--- config.mk ---
export PLATFORM = sky130hd
export DESIGN_NAME = regbank_cg
export DESIGN_NICKNAME = d
export VERILOG_FILES = /design/src/rtl/regbank_pkg.sv /design/src/rtl/regbank_wfmt.sv /design/src/rtl/regbank_cgen.sv /design/src/rtl/regbank_store.sv /design/src/rtl/regbank_cg.sv
export SDC_FILE = /design/constraint.sdc
export NUM_CORES = 1
export LEC_CHECK = 0
export BUFFER_PORTS_ARGS = -buffer_cell sky130_fd_sc_hd__buf_2
export CAP_MARGIN = 20
export CORE_MARGIN = 4
export CORE_UTILIZATION = 55
export CTS_BUF_LIST = sky130_fd_sc_hd__clkbuf_8
export DETAILED_ROUTE_END_ITERATION = 12
export PLACE_DENSITY = 0.71
export SETUP_SLACK_MARGIN = 0.3
export SYNTH_ARGS = -nofsm -noshare
export SYNTH_HDL_FRONTEND = slang
export SYNTH_HIERARCHICAL = 1
export SYNTH_SLANG_ARGS = --single-unit
--- constraint.sdc ---
create_clock -name clk -period 1.85 [get_ports clk]
set_input_delay 0.0925 -clock clk [delete_from_list [all_inputs] [get_ports clk]]
set_output_delay 0.0925 -clock clk [all_outputs]
set_load 0.01 [all_outputs]
--- src/rtl/regbank_pkg.sv ---
package regbank_pkg;
  localparam int NREG = 16;
  localparam int IDXW = $clog2(NREG);

  localparam logic [IDXW-1:0] IDX_PC = 4'd0;
  localparam logic [IDXW-1:0] IDX_SP = 4'd1;
  localparam logic [IDXW-1:0] IDX_SR = 4'd2;
  localparam logic [IDXW-1:0] IDX_CG = 4'd3;

  localparam int SR_W = 16;

  typedef enum logic [1:0] {
    SZ_BYTE = 2'b00,
    SZ_WORD = 2'b01,
    SZ_ADDR = 2'b10,
    SZ_RSVD = 2'b11
  } wsize_e;
endpackage

--- src/rtl/regbank_wfmt.sv ---
// Shapes write data by operand size and by the target register's rules.
module regbank_wfmt
  import regbank_pkg::*;
#(
  parameter int XLEN = 20
) (
  input  logic [IDXW-1:0] idx,
  input  logic [1:0]      size,
  input  logic [XLEN-1:0] data,
  output logic [XLEN-1:0] val
);
  localparam logic [XLEN-1:0] SR_MASK = XLEN'({SR_W{1'b1}});

  logic [XLEN-1:0] sized;

  always_comb begin
    unique case (wsize_e'(size))
      SZ_BYTE: sized = XLEN'(data[7:0]);
      SZ_ADDR: sized = data;
      default: sized = XLEN'(data[15:0]);
    endcase
  end

  always_comb begin
    val = sized;
    if (idx == IDX_SR) val = sized & SR_MASK;
    if (idx == IDX_PC || idx == IDX_SP) val[0] = 1'b0;
  end
endmodule

--- src/rtl/regbank_cgen.sv ---
// Fixed constants served through source indices 2 (nonzero mode) and 3.
module regbank_cgen
  import regbank_pkg::*;
#(
  parameter int XLEN = 20
) (
  input  logic [IDXW-1:0] idx,
  input  logic [1:0]      mode,
  input  logic            addr_sz,
  output logic            hit,
  output logic [XLEN-1:0] val
);
  logic [XLEN-1:0] minus_one;

  generate
    if (XLEN > 16) begin : g_wide
      assign minus_one = addr_sz ? {XLEN{1'b1}} : XLEN'(16'hFFFF);
    end else begin : g_narrow
      logic unused_addr;
      assign unused_addr = addr_sz;
      assign minus_one   = {XLEN{1'b1}};
    end
  endgenerate

  always_comb begin
    hit = 1'b0;
    val = '0;
    if (idx == IDX_SR) begin
      hit = (mode != 2'b00);
      unique case (mode)
        2'b10:   val = XLEN'(4);
        2'b11:   val = XLEN'(8);
        default: val = '0;
      endcase
    end else if (idx == IDX_CG) begin
      hit = 1'b1;
      unique case (mode)
        2'b00:   val = '0;
        2'b01:   val = XLEN'(1);
        2'b10:   val = XLEN'(2);
        default: val = minus_one;
      endcase
    end
  end
endmodule

--- src/rtl/regbank_store.sv ---
// Storage array: one synchronous write port, two combinational read ports.
module regbank_store
  import regbank_pkg::*;
#(
  parameter int XLEN = 20
) (
  input  logic            clk,
  input  logic            rst,
  input  logic            wr_en,
  input  logic [IDXW-1:0] wr_idx,
  input  logic [XLEN-1:0] wr_val,
  input  logic [IDXW-1:0] ra_idx,
  output logic [XLEN-1:0] ra_data,
  input  logic [IDXW-1:0] rb_idx,
  output logic [XLEN-1:0] rb_data
);
  logic [NREG-1:0][XLEN-1:0] regs_q;

  always_ff @(posedge clk) begin
    if (rst) begin
      regs_q <= '0;
    end else if (wr_en && wr_idx != IDX_CG) begin
      regs_q[wr_idx] <= wr_val;
    end
  end

  assign ra_data = regs_q[ra_idx];
  assign rb_data = regs_q[rb_idx];

  AST_WR_LANDS: assert property (@(posedge clk) disable iff (rst)
    (wr_en && wr_idx != IDX_CG) |=> regs_q[$past(wr_idx)] == $past(wr_val));

  AST_CG_EMPTY: assert property (@(posedge clk) disable iff (rst)
    regs_q[IDX_CG] == '0);
endmodule

--- src/rtl/regbank_cg.sv ---
module regbank_cg
  import regbank_pkg::*;
#(
  parameter int XLEN = 20
) (
  input  logic            clk,
  input  logic            rst,
  input  logic [3:0]      src_idx,
  input  logic [1:0]      src_mode,
  input  logic            src_addr,
  output logic [XLEN-1:0] src_rdata,
  input  logic [3:0]      dst_idx,
  output logic [XLEN-1:0] dst_rdata,
  input  logic            wr_en,
  input  logic [1:0]      wr_size,
  input  logic [XLEN-1:0] wr_data
);
  localparam logic [XLEN-1:0] SR_MASK = XLEN'({SR_W{1'b1}});

  logic [XLEN-1:0] wr_val;
  logic [XLEN-1:0] ra_data;
  logic            cg_hit;
  logic [XLEN-1:0] cg_val;

  regbank_wfmt #(.XLEN(XLEN)) u_wfmt (
    .idx  (dst_idx),
    .size (wr_size),
    .data (wr_data),
    .val  (wr_val)
  );

  regbank_store #(.XLEN(XLEN)) u_store (
    .clk     (clk),
    .rst     (rst),
    .wr_en   (wr_en),
    .wr_idx  (dst_idx),
    .wr_val  (wr_val),
    .ra_idx  (src_idx),
    .ra_data (ra_data),
    .rb_idx  (dst_idx),
    .rb_data (dst_rdata)
  );

  regbank_cgen #(.XLEN(XLEN)) u_cgen (
    .idx     (src_idx),
    .mode    (src_mode),
    .addr_sz (src_addr),
    .hit     (cg_hit),
    .val     (cg_val)
  );

  assign src_rdata = cg_hit ? cg_val : ra_data;

  AST_PC_ALIGN: assert property (@(posedge clk) disable iff (rst)
    (dst_idx == IDX_PC || dst_idx == IDX_SP) |-> !dst_rdata[0]);

  AST_SR_WIDTH: assert property (@(posedge clk) disable iff (rst)
    (dst_idx == IDX_SR) |-> ((dst_rdata & ~SR_MASK) == '0));

  AST_CONST_STABLE: assert property (@(posedge clk) disable iff (rst)
    (src_idx == IDX_CG && $stable(src_idx) && $stable(src_mode) && $stable(src_addr))
      |-> $stable(src_rdata));

  AST_RST_CLEAR: assert property (@(posedge clk)
    $past(rst) |-> (dst_rdata == '0));
endmodule

# ---- Word level (Yosys, flattened, before mapping)
# Cells that the tools add are included.
# W data, S select, Z words.
dict set report word_totals {
  reg_bits 320
  output_inout_bits 40
}
dict set report op_classes {
  n_lt_le_gt_ge 3
  eq_ne 9
  mux 18
  n_reduce_logical 7
}
# op n
set ops {}
lappend ops {{$bwmux W320} 1}
lappend ops {{$bmux W20 S4} 2}
lappend ops {{$mux W20} 8}
lappend ops {{$demux W20 S4} 1}
lappend ops {{$pmux W20 S3} 1}
lappend ops {{$pmux W20 S2} 1}
lappend ops {{$eq A4 B2 Y1 const B} 3}
lappend ops {{$lt A4 B5 Y1 const B} 2}
lappend ops {{$pmux W4 S2} 1}
lappend ops {{$eq A2 B2 Y1 const B} 3}
lappend ops {{$eq A4 B1 Y1 const B} 1}
lappend ops {{$ge A4 B1 Y1 const B} 1}
lappend ops {{$logic_not A2 Y1} 2}
lappend ops {{$logic_not A4 Y1} 1}
lappend ops {{$ne A4 B2 Y1 const B} 1}
lappend ops {{$mux W1} 3}
lappend ops {{$eq A2 B1 Y1 const B} 1}
lappend ops {{$logic_and A1 B1 Y1} 2}
lappend ops {{$reduce_bool A2 Y1} 1}
lappend ops {{$logic_or A1 B1 Y1} 1}

# ---- Longest topological paths before layout
dict set report logic_depth {
  word_depth 5
  ltp_mapped 7
}

# ---- By module
# The synthesis kept the hierarchy.
# module instances cells_per_inst area_each_um2
set by_module_without_submodules {}
lappend by_module_without_submodules {regbank_store 1 1785 16767.3}
lappend by_module_without_submodules {regbank_cg 1 22 322.8}
lappend by_module_without_submodules {regbank_cgen 1 24 197.7}
lappend by_module_without_submodules {regbank_wfmt 1 26 176.4}

# ---- Worst setup path before layout
# Ideal clock, no wire load.
dict set report synth_path {
  path_kind {input to output}
  start {in src_idx[0]}
  end {out src_rdata[10]}
  arrival_time_ns 1.423
  setup_slack_ns 0.335
  path_stages 6
  path_buffers 2
  cell_sequence {buf_6 buf_6 mux4_1 a22oi_1 nand2_1 mux2_4}
}
# element line_no
set synth_lines {}
lappend synth_lines {{from (decl)} regbank_cg.sv:8} ;# input logic [3:0] src_idx,
lappend synth_lines {{$bmux W20 S4} regbank_store.sv:27} ;# assign ra_data = regs_q[ra_idx];
lappend synth_lines {{$mux W20 (implied by the code)} regbank_store.sv:27}
lappend synth_lines {{via ra_data[10]} regbank_cg.sv:21} ;# logic [XLEN-1:0] ra_data;
lappend synth_lines {{$mux W20} regbank_cg.sv:52} ;# assign src_rdata = cg_hit ? cg_val : ra_data;
lappend synth_lines {{to (decl)} regbank_cg.sv:11} ;# output logic [XLEN-1:0] src_rdata,
# The timed path passes the listed nets, and every way through them passes these cells. The select of a mux whose other input is x is not followed.

# ---- Worst setup path in the final report
dict set report layout_path {
  start {reg u_store/regs_q[120] (netlist bit)}
  end {out src_rdata[0]}
}
dict set report layout_via {
  elab_chain_cells 3
}
# element line_no
set layout_lines {}
lappend layout_lines {{from (decl)} regbank_store.sv:17} ;# logic [NREG-1:0][XLEN-1:0] regs_q;
lappend layout_lines {{from (signal, indexed assignment)} regbank_store.sv:23} ;# regs_q[wr_idx] <= wr_val;
lappend layout_lines {{$bmux W20 S4} regbank_store.sv:27}
lappend layout_lines {{$mux W20 (implied by the code)} regbank_store.sv:27}
lappend layout_lines {{via ra_data[0]} regbank_cg.sv:21}
lappend layout_lines {{$mux W20} regbank_cg.sv:52}
# The timed path passes the listed nets, and every way through them passes these cells. The select of a mux whose other input is x is not followed.

==> impl_metrics.py <==
metrics = {
    "status": {
        "outcome": "finished with violations",
        "violations": "negative setup slack",
    },
    "timing": {
        "fin_crit_sh_pct": 122,
        "tightestPinTransition_ns": 1.16,
        "fin_crit_ns": 2.27,
        "skew_ns": 0,
        "report.final.slew_viol_count": 0,
        "slew_headroom_pct": 22.7,
        "hold_viol_final": 0,
        "setup_viol_count_final": 40,
        "finalSetupTns_ns": -9.78,
        "rsz0062_at_grt": "true",
        "clock.fmax_mhz": 441,
        "setup_ws_ns": -0.415,
    },
    "logic_synthesis": {
        "synth_area_leaders": "dfxtp_1 (37%), mux4_2 (15%), nand3_1 (8.6%)",
        "async_flop_share_pct": 0,
        "ys.flop_type": "dfxtp_1",
        "yosys.area.top_type": "dfxtp_1",
        "synth_edf_count": 0,
        "synth_cells": 1857,
        "synth_cell_types": 34,
        "synth.most_common_cell": "dfxtp_1",
        "synth_nets": 1893,
        "ys_seq_area_share_pct": 36.7,
        "synth.top_cells.by_count": "dfxtp_1 (320), nand3_1 (301), a21oi_1 (300), o21ai_0 (279), clkbuf_1 (189)",
        "synth_top_area_share_pct": 36.7,
        "avgSynthCellArea_um2": 9.40,
        "synthesis.area_um2": 17500,
        "synth-warning-count": 6,
        "synth_seq_cells": 320,
    },
    "detailed_routing": {
        "drt_iter0_drc": 2267,
        "first_pass_iters": 5,
        "vias_per_cell": 7.20,
        "wl_mm": 59.6,
        "drcViolationCount": 0,
        "vias": 16460,
        "ant_nets": 0,
        "wl_per_cell_um": 26.1,
    },
    "place": {
        "hpwlAfterDp_mm": 34.8,
        "dp_cells": 2175,
        "finalWeightedCongestion": 0.861,
        "io_buffer_count": 75,
    },
    "worst_setup_path": {
        "crit_fanout": 3,
        "r2r_slack_ns": 1.11,
        "r2r_start": "u_store/regs_q[5]",
        "required_ns": 1.76,
        "crit_end": "src_rdata[0]",
        "arrival_ns": 2.17,
        "reg2reg_to": "u_store/regs_q[5]",
        "crit_start": "u_store/regs_q[120]",
        "worstSetupEndpointType": "primary output",
        "critPathLaunchType": "register",
        "r2r_cells": 3,
        "crit_type": "reg -> out",
    },
    "floorplan": {
        "dieWidth_um": 186,
        "core_area_um2": 31000,
        "die_h_um": 186,
        "rows": 64,
        "initial_core_util_pct": 56.4,
        "die_area_um2": 34700,
        "io_pins": 76,
    },
    "global_route": {
        "grt_pass1_vias": 16071,
        "grt_max_degree": 81,
        "overflow": 0,
        "grt_pass1_wl_mm": 92.1,
        "antenna_found_initial": 4,
        "grt_use_total_pct": 33.9,
    },
    "clocking": {
        "cts.sinks": 320,
        "insertion_delay_ns": 0.61,
        "cts_tree": "yes",
        "cts_htree_levels": 2,
        "clock_path_buffers": 3,
        "path_clk_slew_ns": 0.07,
        "cts-root-buf": "clkbuf_8",
        "cts_buffers": 53,
    },
    "finish": {
        "n_fill_cell": 2355,
        "nets": 1885,
        "largestRegisters": "u_store/regs_q x320",
        "synthToLayoutAreaGrowth_pct": 17.2,
        "drive_above_1_share_pct": 34.0,
        "largest_reg_flops": 320,
        "regMostFlops": "u_store/regs_q",
        "fin_cells": 2286,
    },
    "power_and_ir_drop": {
        "ir_worst_vdd_v": 0.000599,
        "leakagePower_nw": 6.80,
        "p_per_area_nw_per_um2": 746,
    },
    "job": {
        "cap_violations": 0,
    },
    "hold_path": {
        "hold_class": "in -> reg",
    },
}
[kinds of logic (layout without fill, tap and decap cells)]
family                    count (synthesis)  count (layout)  synth area share, %
muxes                                   180             180                 23.2
AOI/OAI and AO/OA                       682             682                 20.7
and+or+nand+nor                         410             410                 12.1
DFF                                     320             320                 36.7
buffers and inverters                   264             296                 7.15
other                                     0               1                    0
xor gates and xnor gates                  1               1               0.0502
[power breakdown]
| group | internal [W] | total, W | leakage (nW) | switching, W |
|---|---|---|---|---|
| Clock | 0.00344 | 0.00636 | 0.629 | 0.00293 |
| Combinational | 0.000646 | 0.00190 | 3.56 | 0.00125 |
| Sequential | 0.00696 | 0.00701 | 2.61 | 0.0000488 |
[how the worst min path moves through the flow]
stage	from	endpoint	slack (ns)	cells after the start
global route	wr_data[8]	u_store/regs_q[28]	0.04	4
floorplan	wr_size[0]	u_store/regs_q[16]	0.34	3
detailed placement	u_store/regs_q[70]	u_store/regs_q[70]	0.47	1
CTS	wr_data[19]	u_store/regs_q[199]	0.02	6
finish	wr_data[17]	u_store/regs_q[97]	0.04	6
global placement	u_store/regs_q[69]	u_store/regs_q[69]	0.46	1
[routing by layer]
layer	up-vias	global-route usage, %	part of all wire (%)	wire (um)
met1	8102	45.4	38	22600
met3	230	7.92	12	7180
met4	4	15.9	4.7	2830
met5	-	0	0.042	25
met2	1154	52.7	45	27000
li1	6970	-	-	-
[placed cells by master (no fill, tap or decap), drive strengths merged, types with 4 or more instances in the layout]
cell,netlist,routed
o21ai,300,300
and3,5,5
inv,0,18
mux4,160,160
buf,75,193
a22oi,80,80
mux2,20,20
nor2b,34,34
nor2,4,4
nand3,301,301
clkbuf,189,72
clkinv,0,4
nand2,45,45
and2,4,4
nor3,4,4
dfxtp,320,320
dlygate4sd3,0,8
a21oi,300,300
[cell type report]
cell class / instances / area [um2] / area share [%]
Tap cell: 396 / 495 / 2.42
Antenna cell: 1 / 2.50 / 0.0122
Timing Repair Buffer: 201 / 2210 / 10.8
Sequential cell: 320 / 6480 / 31.7
Multi-Input combinational cell: 1273 / 10200 / 49.8
Clock buffer: 72 / 991 / 4.84
Clock inverter: 23 / 95.1 / 0.465
[stage by stage]
step	total power (W)	hold WS (ns)	cell area (um2)	setup slack, ns	util (%)
finish	0.0153	0.0417	20500	-0.415	66.1
global route	0.0157	0.0356	20500	-0.456	66.1
CTS	0.0152	0.0244	20300	-0.426	65.6
detailed placement	0.00890	0.467	18600	-0.146	60.0
global placement	0.00888	0.462	18600	-0.121	60.0
floorplan	0.00817	0.336	17500	0.335	-
[what timing repair did]
action,in CTS,in global routing
hold buffers,8,0
cloned,0,0
setup endpoints to repair,40,40
gates resized for setup,219,35
pin swaps,102,18
buffers inserted,4,0
hold endpoints to repair,135,0
[critical path, cell delays in order, from the launching register on]
cell and delay (ns):
dfxtp_1 0.33, mux4_1 0.50, a22oi_2 0.14, nand2_2 0.15, mux2_4 0.31, buf_6 0.12
Note: power is estimated with default switching activity, not from simulation.
